<file path="config.mk">
export PLATFORM = sky130hd
export DESIGN_NAME = spd_geom_decoder
export DESIGN_NICKNAME = d
export VERILOG_FILES = /design/src/rtl/spd_geom_pkg.sv /design/src/rtl/spd_geom_seq.sv /design/src/rtl/spd_sock_eval.sv /design/src/rtl/spd_bound_accum.sv /design/src/rtl/spd_geom_decoder.sv
export SDC_FILE = /design/constraint.sdc
export NUM_CORES = 1
export LEC_CHECK = 0
export BUFFER_PORTS_ARGS = -buffer_cell sky130_fd_sc_hd__buf_2
export CAP_MARGIN = 10
export CORE_UTILIZATION = 40
export DETAILED_ROUTE_END_ITERATION = 7
export PLACE_DENSITY = 0.57
export SETUP_SLACK_MARGIN = 0.3
export SLEW_MARGIN = 20
export SYNTH_ARGS = -nofsm -noshare
export SYNTH_HDL_FRONTEND = slang
export SYNTH_SLANG_ARGS = --single-unit
</file>
<file path="constraint.sdc">
create_clock -name clk -period 7.75 [get_ports clk]
set_clock_uncertainty 0.15 [all_clocks]
set_input_delay 0.3875 -clock clk [delete_from_list [all_inputs] [get_ports clk]]
set_output_delay 0.3875 -clock clk [all_outputs]
set_load 0.1 [all_outputs]
</file>
<file path="src/rtl/spd_geom_pkg.sv">
package spd_geom_pkg;

  localparam int BYTE_W  = 8;
  localparam int FIELD_W = 3;

  typedef enum logic [FIELD_W-1:0] {
    FLD_TYPE    = 3'd0,
    FLD_DENSITY = 3'd1,
    FLD_BANKS   = 3'd2,
    FLD_CYCLE   = 3'd3,
    FLD_ACCESS  = 3'd4,
    FLD_COLS    = 3'd5,
    FLD_WIDTH   = 3'd6
  } spd_field_e;

  typedef struct packed {
    logic [BYTE_W-1:0] mtype;
    logic [BYTE_W-1:0] density;
    logic [BYTE_W-1:0] banks;
    logic [BYTE_W-1:0] cycle;
    logic [BYTE_W-1:0] access;
    logic [BYTE_W-1:0] cols;
    logic [BYTE_W-1:0] width;
  } spd_bytes_t;

  typedef struct packed {
    logic [BYTE_W-1:0] side_a;
    logic [BYTE_W-1:0] side_b;
    logic [BYTE_W-1:0] attr;
    logic              fatal;
  } sock_result_t;

  localparam logic [BYTE_W-1:0] TYPE_PRESENT = 8'h04;
  localparam logic [BYTE_W-1:0] CYCLE_OK     = 8'h75;
  localparam logic [BYTE_W-1:0] ACCESS_OK    = 8'h54;
  localparam logic [BYTE_W-1:0] ATTR_EMPTY   = 8'hFF;

  function automatic logic attr_is_legal(input logic [BYTE_W-1:0] c);
    return (c == ATTR_EMPTY) ||
           (c[7:2] == 6'b111100) ||
           (c[7:6] == 2'b00 && c[3:2] == 2'b00 && c[5:4] == c[1:0]);
  endfunction

endpackage

</file>
<file path="src/rtl/spd_geom_seq.sv">
module spd_geom_seq
  import spd_geom_pkg::*;
#(
  parameter int NUM_SOCK = 2,
  localparam int SOCK_W = (NUM_SOCK > 1) ? $clog2(NUM_SOCK) : 1
) (
  input  logic               clk,
  input  logic               rst_n,
  input  logic               start,
  output logic               rq_valid,
  input  logic               rq_ready,
  output logic [SOCK_W-1:0]  rq_socket,
  output logic [FIELD_W-1:0] rq_field,
  input  logic               rsp_valid,
  output logic               rsp_ready,
  input  logic [BYTE_W-1:0]  rsp_data,
  output spd_bytes_t         bytes_q,
  output logic               eval_o,
  output logic [SOCK_W-1:0]  eval_sock,
  output logic               clear_o,
  output logic               done_o
);

  typedef enum logic [1:0] {ST_IDLE, ST_REQ, ST_RSP, ST_EVAL} st_e;

  localparam logic [SOCK_W-1:0] LAST_SOCK = SOCK_W'(NUM_SOCK - 1);

  st_e               state_q;
  spd_field_e        field_q;
  logic [SOCK_W-1:0] sock_q;
  logic              done_q;
  logic              last_field;

  // A socket ends early when its type byte says nothing is fitted.
  assign last_field = (field_q == FLD_WIDTH) ||
                      (field_q == FLD_TYPE && rsp_data != TYPE_PRESENT);

  always_ff @(posedge clk) begin
    if (!rst_n) begin
      state_q <= ST_IDLE;
      field_q <= FLD_TYPE;
      sock_q  <= '0;
      done_q  <= 1'b0;
      bytes_q <= '0;
    end else begin
      unique case (state_q)
        ST_IDLE: begin
          if (start) begin
            sock_q  <= '0;
            field_q <= FLD_TYPE;
            done_q  <= 1'b0;
            state_q <= ST_REQ;
          end
        end
        ST_REQ: begin
          if (rq_ready) state_q <= ST_RSP;
        end
        ST_RSP: begin
          if (rsp_valid) begin
            unique case (field_q)
              FLD_TYPE:    bytes_q.mtype   <= rsp_data;
              FLD_DENSITY: bytes_q.density <= rsp_data;
              FLD_BANKS:   bytes_q.banks   <= rsp_data;
              FLD_CYCLE:   bytes_q.cycle   <= rsp_data;
              FLD_ACCESS:  bytes_q.access  <= rsp_data;
              FLD_COLS:    bytes_q.cols    <= rsp_data;
              default:     bytes_q.width   <= rsp_data;
            endcase
            if (last_field) begin
              state_q <= ST_EVAL;
            end else begin
              field_q <= spd_field_e'(field_q + 3'd1);
              state_q <= ST_REQ;
            end
          end
        end
        default: begin
          if (sock_q == LAST_SOCK) begin
            done_q  <= 1'b1;
            state_q <= ST_IDLE;
          end else begin
            sock_q  <= sock_q + 1'b1;
            field_q <= FLD_TYPE;
            state_q <= ST_REQ;
          end
        end
      endcase
    end
  end

  assign rq_valid  = (state_q == ST_REQ);
  assign rsp_ready = (state_q == ST_RSP);
  assign rq_socket = sock_q;
  assign rq_field  = field_q;
  assign eval_o    = (state_q == ST_EVAL);
  assign eval_sock = sock_q;
  assign clear_o   = (state_q == ST_IDLE) && start;
  assign done_o    = done_q;

endmodule

</file>
<file path="src/rtl/spd_sock_eval.sv">
module spd_sock_eval
  import spd_geom_pkg::*;
(
  input  spd_bytes_t   bytes_i,
  output sock_result_t res_o
);

  logic              present;
  logic [2:0]        top_bit;
  logic              dens_nz;
  logic              single_bit;
  logic              size_ok;
  logic              timing_ok;
  logic              banks_ok;
  logic              page_ok;
  logic              cols_big;
  logic [24:0]       page_bits;
  logic [11:0]       page_kb;
  logic [1:0]        page_idx;
  logic [BYTE_W-1:0] unit_a;
  logic [BYTE_W-1:0] unit_b;
  logic [BYTE_W-1:0] code;
  logic              bad;

  always_comb begin
    present = (bytes_i.mtype == TYPE_PRESENT);

    // Highest set density bit gives the larger side.
    top_bit = 3'd0;
    for (int i = 0; i < BYTE_W; i++) begin
      if (bytes_i.density[i]) top_bit = 3'(i);
    end
    dens_nz    = |bytes_i.density;
    single_bit = dens_nz &&
                 ((bytes_i.density & (bytes_i.density - 8'd1)) == 8'd0);

    // 4 MB per density unit; 32..256 MB means bit positions 3..6.
    size_ok = dens_nz && (top_bit >= 3'd3) && (top_bit <= 3'd6);
    unit_a  = size_ok ? (8'd1 << (top_bit - 3'd3)) : 8'd0;
    // Second side only for a symmetric multi-bank module.
    unit_b  = ((bytes_i.banks > 8'd1) && single_bit) ? unit_a : 8'd0;

    timing_ok = (bytes_i.cycle == CYCLE_OK) && (bytes_i.access == ACCESS_OK);

    // Page KB = width * 2^cols / 8192; 18+ columns overshoot 16 KB.
    cols_big  = (bytes_i.cols > 8'd17);
    page_bits = {17'd0, bytes_i.width} << bytes_i.cols[4:0];
    page_kb   = page_bits[24:13];
    page_ok   = !cols_big;
    page_idx  = 2'd0;
    unique case (page_kb)
      12'd2:   page_idx = 2'd0;
      12'd4:   page_idx = 2'd1;
      12'd8:   page_idx = 2'd2;
      12'd16:  page_idx = 2'd3;
      default: page_ok  = 1'b0;
    endcase

    banks_ok = 1'b1;
    code     = ATTR_EMPTY;
    if (bytes_i.banks == 8'd1)      code = {6'b111100, page_idx};
    else if (bytes_i.banks == 8'd2) code = {2'b00, page_idx, 2'b00, page_idx};
    else                            banks_ok = 1'b0;

    bad = present && !(size_ok && timing_ok && page_ok && banks_ok);

    if (!present || bad) begin
      res_o.side_a = 8'd0;
      res_o.side_b = 8'd0;
      res_o.attr   = ATTR_EMPTY;
    end else begin
      res_o.side_a = unit_a;
      res_o.side_b = unit_b;
      res_o.attr   = code;
    end
    res_o.fatal = bad;
  end

endmodule

</file>
<file path="src/rtl/spd_bound_accum.sv">
module spd_bound_accum
  import spd_geom_pkg::*;
#(
  parameter int NUM_SOCK = 2,
  parameter int BW       = 8,
  localparam int SOCK_W  = (NUM_SOCK > 1) ? $clog2(NUM_SOCK) : 1,
  localparam int NUM_ROW = 2 * NUM_SOCK,
  localparam int NUM_ENT = NUM_ROW + 2
) (
  input  logic                       clk,
  input  logic                       rst_n,
  input  logic                       clear,
  input  logic                       wr,
  input  logic [SOCK_W-1:0]          wr_sock,
  input  sock_result_t               res,
  output logic [NUM_ENT*BW-1:0]      bound_o,
  output logic [NUM_SOCK*BYTE_W-1:0] attr_o
);

  logic [NUM_SOCK*BW-1:0] side_a_flat;
  logic [NUM_SOCK*BW-1:0] side_b_flat;

  for (genvar s = 0; s < NUM_SOCK; s++) begin : g_sock
    logic [BW-1:0]     a_q;
    logic [BW-1:0]     b_q;
    logic [BYTE_W-1:0] attr_q;

    always_ff @(posedge clk) begin
      if (!rst_n || clear) begin
        a_q    <= '0;
        b_q    <= '0;
        attr_q <= ATTR_EMPTY;
      end else if (wr && wr_sock == SOCK_W'(s)) begin
        a_q    <= BW'(res.side_a);
        b_q    <= BW'(res.side_b);
        attr_q <= res.attr;
      end
    end

    assign side_a_flat[s*BW +: BW]      = a_q;
    assign side_b_flat[s*BW +: BW]      = b_q;
    assign attr_o[s*BYTE_W +: BYTE_W]   = attr_q;
  end

  // Running sum across rows; the top value fills the two spare entries.
  always_comb begin
    logic [BW-1:0] run;
    run     = '0;
    bound_o = '0;
    for (int s = 0; s < NUM_SOCK; s++) begin
      run = run + side_a_flat[s*BW +: BW];
      bound_o[(2*s)*BW +: BW] = run;
      run = run + side_b_flat[s*BW +: BW];
      bound_o[(2*s+1)*BW +: BW] = run;
    end
    bound_o[NUM_ROW*BW +: BW]     = run;
    bound_o[(NUM_ROW+1)*BW +: BW] = run;
  end

endmodule

</file>
<file path="src/rtl/spd_geom_decoder.sv">
module spd_geom_decoder
  import spd_geom_pkg::*;
#(
  parameter int NUM_SOCK = 2,
  parameter int BW       = 8,
  localparam int SOCK_W  = (NUM_SOCK > 1) ? $clog2(NUM_SOCK) : 1,
  localparam int NUM_ENT = 2 * NUM_SOCK + 2
) (
  input  logic                       clk,
  input  logic                       rst_n,
  input  logic                       start,
  output logic                       rq_valid,
  input  logic                       rq_ready,
  output logic [SOCK_W-1:0]          rq_socket,
  output logic [FIELD_W-1:0]         rq_field,
  input  logic                       rsp_valid,
  output logic                       rsp_ready,
  input  logic [BYTE_W-1:0]          rsp_data,
  output logic                       done,
  output logic                       fatal,
  output logic [NUM_ENT*BW-1:0]      bound_o,
  output logic [NUM_SOCK*BYTE_W-1:0] attr_o
);

  spd_bytes_t        bytes_q;
  sock_result_t      res;
  logic              eval_en;
  logic [SOCK_W-1:0] eval_sock;
  logic              clear;
  logic              fatal_q;

  spd_geom_seq #(.NUM_SOCK(NUM_SOCK)) u_seq (
    .clk       (clk),
    .rst_n     (rst_n),
    .start     (start),
    .rq_valid  (rq_valid),
    .rq_ready  (rq_ready),
    .rq_socket (rq_socket),
    .rq_field  (rq_field),
    .rsp_valid (rsp_valid),
    .rsp_ready (rsp_ready),
    .rsp_data  (rsp_data),
    .bytes_q   (bytes_q),
    .eval_o    (eval_en),
    .eval_sock (eval_sock),
    .clear_o   (clear),
    .done_o    (done)
  );

  spd_sock_eval u_eval (
    .bytes_i (bytes_q),
    .res_o   (res)
  );

  spd_bound_accum #(.NUM_SOCK(NUM_SOCK), .BW(BW)) u_accum (
    .clk     (clk),
    .rst_n   (rst_n),
    .clear   (clear),
    .wr      (eval_en),
    .wr_sock (eval_sock),
    .res     (res),
    .bound_o (bound_o),
    .attr_o  (attr_o)
  );

  always_ff @(posedge clk) begin
    if (!rst_n || clear) fatal_q <= 1'b0;
    else if (eval_en && res.fatal) fatal_q <= 1'b1;
  end

  assign fatal = fatal_q;

endmodule

</file>
======== After elaboration in Yosys (flattened, before gate mapping) ========
Cells that the tools add are included.
storage, ports and cells
  bits in registers ....................... 112
  output and inout bits ................... 72
operators by class
  add/sub/neg operators ................... 7
  magnitude comparators ................... 4
  equal/unequal tests ..................... 24
  shift operators ......................... 2
  mux-type cells .......................... 32
  bitwise operators ....................... 5
  reductions and logical operators ........ 40
operators by type and width
  operator                                                       number
  2-to-1 mux 8 bit                                               4
  AND reduction 3 bit                                            9
  << shifter 8 x 5 -> 25 bit                                     1
  adder 8 bit                                                    3
  2-to-1 mux 24 bit                                              1
  2-to-1 mux 3 bit                                               8
  == test 8 x 7 -> 1 bit, second input constant                  2
  logical AND 1 bit                                              14
  == test 12 x 2 -> 1 bit, second input constant                 1
  == test 12 x 3 -> 1 bit, second input constant                 1
  == test 12 x 4 -> 1 bit, second input constant                 1
  == test 12 x 5 -> 1 bit, second input constant                 1
  2-to-1 mux 2 bit                                               6
  one-hot mux 2 bit (3 select lines)                             2
  == test 3 bit, second input constant                           3
  one-hot mux 3 bit (3 select lines)                             1
  bitwise AND 8 bit                                              1
  == test 8 x 1 -> 1 bit, second input constant                  1
  == test 8 x 2 -> 1 bit, second input constant                  1
  == test 8 x 3 -> 1 bit, second input constant                  1
  greater-than comparator 8 x 1 -> 1 bit, second input constant  1
  greater-than comparator 8 x 5 -> 1 bit, second input constant  1
  zero test 8 bit                                                1
  2-to-1 mux 1 bit                                               8
  other kinds (28)                                               41

======== Longest topological paths before layout ========
Gate-level depths: netlist of run 1.
  depth after elaboration ................. 17
  mapped depth ............................ 16
  gate-level depth less buffers ........... 15

======== By module ========
Synthesis of run 1 repeated with hierarchy kept, for this count alone.
unflattened totals
  cells, all modules ...................... 839
  area, all modules ....................... 6662.6 µm²
by module, submodules not included
  module            instances  cells an instance  area each (µm²)
  spd_geom_seq      1          313                2673.8
  spd_bound_accum   1          326                2620.0
  spd_sock_eval     1          197                1331.3
  spd_geom_decoder  1          3                  37.5

======== Least setup slack after synthesis of run 1 ========
OpenSTA, ideal clock, no wires.
  kind .................................... reg-to-output
  start ................................... register u_accum.g_sock[0].a_q[0]
  end ..................................... output port bound_o[39]
  data arrival time ....................... 8663 ps
  required time ........................... 7213 ps
  path slack .............................. -1451 ps
  stages on the path, launching flop included .. 16
  path buffers ............................ 1
  cell sequence ........................... dfxtp_1 -> ha_1 -> fa_1 -> a21o_1 -> a21oi_1 -> o21bai_1 -> a21oi_1 -> xnor2_1 -> ha_1 -> xnor2_1 -> ha_1 -> a21oi_1 -> o21ai_0 -> xnor2_1 -> xnor2_1 -> buf_4
on the way
  longest elaborated chain between the ends .. 3
ends and longest elaborated chain
  element                 line                    RTL
  start, declared         spd_bound_accum.sv:24   logic [BW-1:0] a_q;
  start signal, assigned  spd_bound_accum.sv:34   a_q <= BW'(res.side_a);
  adder 8 bit             spd_bound_accum.sv:53   run = run + side_b_flat[s*BW +: BW];
  named net bound_o[14]   spd_geom_decoder.sv:21  output logic [NUM_ENT*BW-1:0] bound_o,
  adder 8 bit             spd_bound_accum.sv:51   run = run + side_a_flat[s*BW +: BW];
  named net bound_o[22]   spd_geom_decoder.sv:21
  adder 8 bit             spd_bound_accum.sv:53
  end, declared           spd_geom_decoder.sv:21
The timed path passes the listed nets, and every way through them passes these cells.

======== Worst setup path in the final report of run 1 ========
  start ................................... register u_accum.g_sock[0].a_q[0]
  end ..................................... output port bound_o[39]
on the way
  longest elaborated chain between the ends .. 3
ends and longest elaborated chain
  element      line
  adder 8 bit  spd_bound_accum.sv:53
  adder 8 bit  spd_bound_accum.sv:51
  adder 8 bit  spd_bound_accum.sv:53
No other way between the ends.

==> results.json, run 1 <==
{
  "finalCriticalPeriod_ns": 5.19,
  "synth_compound_area_share_pct": 17.6,
  "gp_congestion": 0.815,
  "pwr-share-clk_pct": 38.0,
  "yosysMostFrequentCell": "nand2_1",
  "insertion_delay_ns": 0.35,
  "place_area_um2": 6670,
  "pwr-share-seq_pct": 44.2,
  "synthMuxAreaShare_pct": 5.36,
  "initial_core_util_pct": 41.6,
  "die_x_um": 126,
  "synthXorXnorAreaFrac_pct": 3.56,
  "tns_ns": 0,
  "cts_buffer_depth": 2,
  "seq_area_um2": 2160,
  "wirelength_mm": 15.4,
  "cts_tree": "built",
  "drc": 0,
  "synth_cell_types": 70,
  "arrival_ns": 4.65,
  "ctsRootBufferMaster": "clkbuf_16",
  "p_int_mw": 0.919,
  "busiest_layer": "met2",
  "final_max_slew_viol_count": 0,
  "area_growth_pct": 13.7,
  "cts_buffers": 9,
  "netlist_top_cells_count": "150 x nand2_1, 108 x dfxtp_1, 48 x nor2_1",
  "gr-total-overflow": 0,
  "core_area_um2": 14800,
  "fmax_ghz": 0.193,
  "cts_hold_buffers": 0,
  "stdcell_area_um2": 6990,
  "antenna_found_initial": 0,
  "layout-drive-gt1-share_pct": 15.5,
  "synthCells": 746,
  "syn_nets": 794,
  "setup_ws_ns": 2.56,
  "die_h_um": 126,
  "drv_cap": 0,
  "grt_use_met1_pct": 28.7,
  "cts.clk_slew.worst_paths_ns": 0.07,
  "synthSimpleGateAreaFrac_pct": 24.3,
  "cp-end-kind": "output port",
  "power.leakage_nw": 2.87,
  "worstPathRequired_ns": 7.21,
  "yosysTopAreaCell": "dfxtp_1",
  "synth_top_cells_by_area": "dfxtp_1 35%, nand2_1 9.2%, ha_1 6.5%",
  "yosysWarnings": 0,
  "n_fill_cell": 1475,
  "swShare_pct": 30.5,
  "postRouteAntennaNets": 0,
  "seq_area_frac_synth_pct": 35.2,
  "synthAdderAreaFrac_pct": 7.66,
  "grt_pass1_vias": 4939,
  "setup_viol": 0,
  "criticalPathCategory": "register to output port",
  "finalHoldViolCount": 0,
  "async_flop_share_pct": 0,
  "grt_util_met3_pct": 3.99,
  "fin_crit_sh_pct": 66.9,
  "synth_area_per_cell_um2": 8.24,
  "relSlewSlack_pct": 30.8,
  "cts_setup_buffers": 0,
  "vias": 5282,
  "port_buffers": 84,
  "multi_input_area_um2": 3740,
  "power_frac_comb_pct": 17.8,
  "ys.flop_type": "dfxtp_1",
  "drt-vias-per-instance": 5.37,
  "io_pins": 85,
  "numClockSinks": 108,
  "status": "completed",
  "gr-usage-met2_pct": 31.9,
  "nNetsFinal": 842,
  "diodes": 0,
  "drt_iter0_drc": 381,
  "htreeDepth": 3,
  "row_count": 44,
  "wl_per_cell_um": 15.7,
  "hold_class": "primary input to register",
  "p_sw_mw": 0.404,
  "dp.final_hpwl_mm": 11.5,
  "vdd_drop_max_mv": 0.193,
  "p_per_area_nw_per_um2": 189,
  "pre_cts_slack_ns": 2.92,
  "die_area_um2": 15900,
  "worst_pin_slew_ns": 1.04,
  "drt-pass1-iter-count": 5,
  "path_max_fanout": 4,
  "netlist_area_um2": 6140,
  "rsz0062_at_grt": "false",
  "cp-start-kind": "register",
  "netlist.area_leader.share_pct": 35.2,
  "grt_max_degree": 67,
  "synth_edf_count": 0,
  "post_cts_resized": 0,
  "ys_seq_elements": 108,
  "grt_util_all_layers_pct": 20.3,
  "synth_top_family_by_area": "simple AND/OR/NAND/NOR gates",
  "grt_pass1_wl_mm": 25.6
}
[stage by stage]
step | hold slack, ns | cells | utilization (%) | total power, mW
6_report | 0.248 | 983 | 47.3 | 1.32
5_1_grt | 0.236 | 983 | 47.3 | 1.38
4_1_cts | 0.236 | 983 | 47.3 | 1.33
3_5_place_dp | 0.301 | 967 | 45.2 | 0.834
3_3_place_gp | 0.291 | 967 | 45.2 | 0.827
2_1_floorplan | 0.279 | 746 | - | 0.779
[power groups by stage]
stage	combinational [mW]	sequential, mW	clock, mW
finish	0.235	0.585	0.502
global route	0.257	0.588	0.535
CTS	0.236	0.585	0.511
detailed placement	0.236	0.599	0
global placement	0.230	0.597	0
floorplan	0.153	0.627	0
[routing by layer]
metal	vias to the layer above	wire, µm	share of wire, %
met5	-	0	0
met4	0	126	0.82
met3	11	601	3.9
met2	116	6940	45
met1	2496	7780	50
li1	2659	-	-
[flip-flops by register name, indices dropped and copies added, names as in the netlist]
signal and flops:
u_accum.g_sock.attr_q 12, fatal 1, u_seq.eval_sock 1, u_accum.g_sock.a_q 16
u_seq.state_q 2, u_seq.bytes_q 56, u_accum.g_sock.b_q 16, u_seq.done_o 1
u_seq.rq_field 3
[cell type report]
class                   count  share of cell area (%)
multi-input cells         564                    53.6
well taps                 184                    3.30
clock inverters             4                    1.04
inverters                  25                    1.34
repair buffers             86                    6.23
flip-flops and latches    108                    31.0
clock buffers              12                    3.53
[kinds of logic (layout without fill, tap and decap cells)]
group	Yosys count	count (layout)
buffers and inverters	74	127
adders and majority gates	36	36
AOI/OAI and AO/OA	162	162
muxes	30	30
xor gates and xnor gates	25	25
and+or+nand+nor	311	311
DFF	108	108
[path summary, 6_finish.rpt]
path / start / endpoint / slack [ns] / depth (start not counted)
setup / recovery: u_accum.g_sock[0].a_q[0] / bound_o[39] / 2.56 / 16
hold / removal: rsp_data[5] / u_seq.bytes_q[13] / 0.25 / 3
setup reg to reg: u_seq.bytes_q[9] / u_accum.g_sock[0].attr_q[4] / 4.07 / 9
hold reg to reg: u_accum.g_sock[0].b_q[0] / u_accum.g_sock[0].b_q[0] / 0.32 / 2
[worst max-delay path, stage by stage (launching register included)]
cell      delay (ns)
dfxtp_1         0.33
ha_1            0.23
fa_1            0.49
a21o_1          0.25
a21oi_1         0.40
xnor2_4         0.10
ha_1            0.41
inv_1           0.09
o21bai_1        0.08
a21oi_1         0.35
xnor2_4         0.16
ha_1            0.28
a21oi_1         0.14
o21ai_0         0.11
xnor2_1         0.25
xnor2_2         0.16
buf_2           0.45
[cells in the final DEF, fill, tap and decap left out, types with 18 or more instances in the layout]
| cell | n |
|---|---|
| nor2b_1 | 21 |
| buf_2 | 84 |
| ha_1 | 32 |
| mux2i_1 | 28 |
| a21boi_0 | 42 |
| nor2_1 | 48 |
| nor3_1 | 18 |
| a21oi_1 | 28 |
| dfxtp_1 | 108 |
| o21ai_0 | 37 |
| nand2_1 | 150 |
| inv_1 | 24 |
Power figures use the tool's default switching activity.
==> run 2: changes to the inputs <==
==> constraint.sdc (replaced) <==
create_clock -name clk -period 5 [get_ports clk]
set_clock_uncertainty 0.15 [all_clocks]
set_input_delay 0.25 -clock clk [delete_from_list [all_inputs] [get_ports clk]]
set_output_delay 0.25 -clock clk [all_outputs]
set_load 0.1 [all_outputs]
==> results.json, run 2 (synthesis results as in run 1) <==
{
  "diodes": 0,
  "antenna_found_initial": 0,
  "rsz0062_at_grt": "false",
  "layout-drive-gt1-share_pct": 19.9,
  "drt-vias-per-instance": 5.36,
  "drt_iter0_drc": 253,
  "core_area_um2": 14800,
  "vias": 5266,
  "drc": 0,
  "stdcell_area_um2": 7270,
  "grt_util_all_layers_pct": 20.4,
  "finalNonFillerCells": 983,
  "layout_common_cells": "150 x nand2_1, 103 x dfxtp_1, 81 x buf_2, 47 x nor2_1, 42 x a21boi_0",
  "p_total_mw": 1.95,
  "top_regs": "u_seq.bytes_q x56, u_accum.g_sock.a_q x16, u_accum.g_sock.b_q x16",
  "gp_congestion": 0.806,
  "cts_tree": "built",
  "grt_pass1_vias": 4969,
  "initial_core_util_pct": 41.6,
  "utilization_pct": 49.3,
  "drv_cap": 0,
  "cts_buffers": 9,
  "cts_hold_buffers": 0,
  "hold_ws_ns": 0.0953,
  "pwr-share-seq_pct": 46.5,
  "pwr-share-clk_pct": 34.9,
  "relSlewSlack_pct": 30.5,
  "gr-total-overflow": 0,
  "htreeDepth": 3,
  "p_sw_mw": 0.622,
  "vdd_drop_max_mv": 0.299,
  "drt-pass1-iter-count": 7,
  "cts_buffer_depth": 2,
  "p_int_mw": 1.33,
  "finalCriticalPeriod_ns": 4.46,
  "worstPathCellList": "ha_4 -> fa_2 -> xor2_4 -> ha_1 -> a21o_1 -> a21oi_4 -> o21bai_1 -> a21oi_2 -> xnor2_4 -> ha_4 -> a21oi_1 -> o21ai_2 -> xnor2_2 -> xnor2_4 -> buf_6",
  "grt_pass1_wl_mm": 25.6,
  "nNetsFinal": 842,
  "place_area_um2": 6960,
  "min_path_cells": 3,
  "fmax_ghz": 0.224,
  "io_pins": 85,
  "grt_max_degree": 67,
  "finalHoldViolCount": 0,
  "cp-end-kind": "output port",
  "postRouteAntennaNets": 0,
  "criticalPathCategory": "register to output port",
  "worstPathRequired_ns": 4.60,
  "swShare_pct": 31.9,
  "port_buffers": 84,
  "dp.final_hpwl_mm": 11.8,
  "final_common_cell": "nand2_1",
  "crit_slowest_cell": "ha_1",
  "cp-start-kind": "register",
  "arrival_ns": 4.06,
  "insertion_delay_ns": 0.36,
  "cts.clk_slew.worst_paths_ns": 0.07,
  "die_x_um": 126,
  "wl_per_cell_um": 15.9,
  "worst_pin_slew_ns": 1.04,
  "ctsRootBufferMaster": "clkbuf_16",
  "setup_viol": 0,
  "final_max_slew_viol_count": 0,
  "cpPeakStageDelay_ns": 0.40,
  "p_per_area_nw_per_um2": 268,
  "die_h_um": 126,
  "power.leakage_nw": 2.87,
  "top_register": "u_seq.bytes_q",
  "reg2regPathDepth": 9,
  "fin_crit_sh_pct": 89.2,
  "power_frac_comb_pct": 18.5,
  "largest_register_ffs": 56,
  "row_count": 44,
  "wirelength_mm": 15.6,
  "numClockSinks": 108,
  "status": "completed",
  "hold_class": "primary input to register",
  "placed_cells": 967,
  "die_area_um2": 15900,
  "path_max_fanout": 3,
  "area_growth_pct": 18.3
}
run 2: cell count changes in the layout (fill, tap and decap cells not counted), sizes merged:
cell and delta:
bufinv -2, clkinvlp +2, clkinv -1, inv +1
run 2: worst paths after layout:
path	startpoint	endpoint	slack [ns]
hold reg to reg	u_accum.g_sock[0].b_q[3]	u_accum.g_sock[0].b_q[3]	0.31
setup reg to reg	u_seq.bytes_q[9]	u_accum.g_sock[0].attr_q[5]	1.35
setup / recovery	u_accum.g_sock[0].a_q[0]	bound_o[47]	0.54
hold / removal	rsp_data[7]	u_seq.bytes_q[39]	0.1
run 2: power by group through the flow:
| stage | logic (mW) | clock network (mW) | registers (mW) |
|---|---|---|---|
| floorplan | 0.237 | 0 | 0.969 |
| global placement | 0.357 | 0 | 0.925 |
| detailed placement | 0.362 | 0 | 0.927 |
| CTS | 0.364 | 0.699 | 0.907 |
| global route | 0.392 | 0.734 | 0.910 |
| finish | 0.361 | 0.681 | 0.906 |
run 2: layout make-up:
cell class,instances,area (µm²)
multi-input cells,564,4030
flip-flops and latches,108,2180
clock buffers,12,246
repair buffers,86,454
inverters,25,97.6
clock inverters,4,32.5
well taps,184,230
fillers,1436,7480
run 2: critical path: cells and delay by family (launching register included):
kind | cells | cell delay (ns)
compound gates | 6 | 1.13
xor+xnor | 4 | 0.77
fa+ha+maj | 4 | 1.19
buf+inv | 1 | 0.25
flops | 1 | 0.36
run 2: layer usage:
metal | global-route usage [%] | routed length [µm] | vias to the layer above
met5 | 0 | 0 | -
met4 | 7.87 | 317 | 0
met3 | 2.72 | 481 | 20
met2 | 35.8 | 7720 | 120
met1 | 25.4 | 7080 | 2456
li1 | - | - | 2670
run 2: metrics by stage:
stage	setup TNS, ns	worst slack (ns)
floorplan	-1.03	-0.367
global placement	0	0.731
detailed placement	0	0.640
CTS	0	0.237
global route	0	0.295
finish	0	0.539
run 2: timing repair:
item	4_1_cts	5_1_grt
endpoints found under the setup margin	3	3
resized for setup	0	11
pin swaps	0	1
buffers inserted	0	0
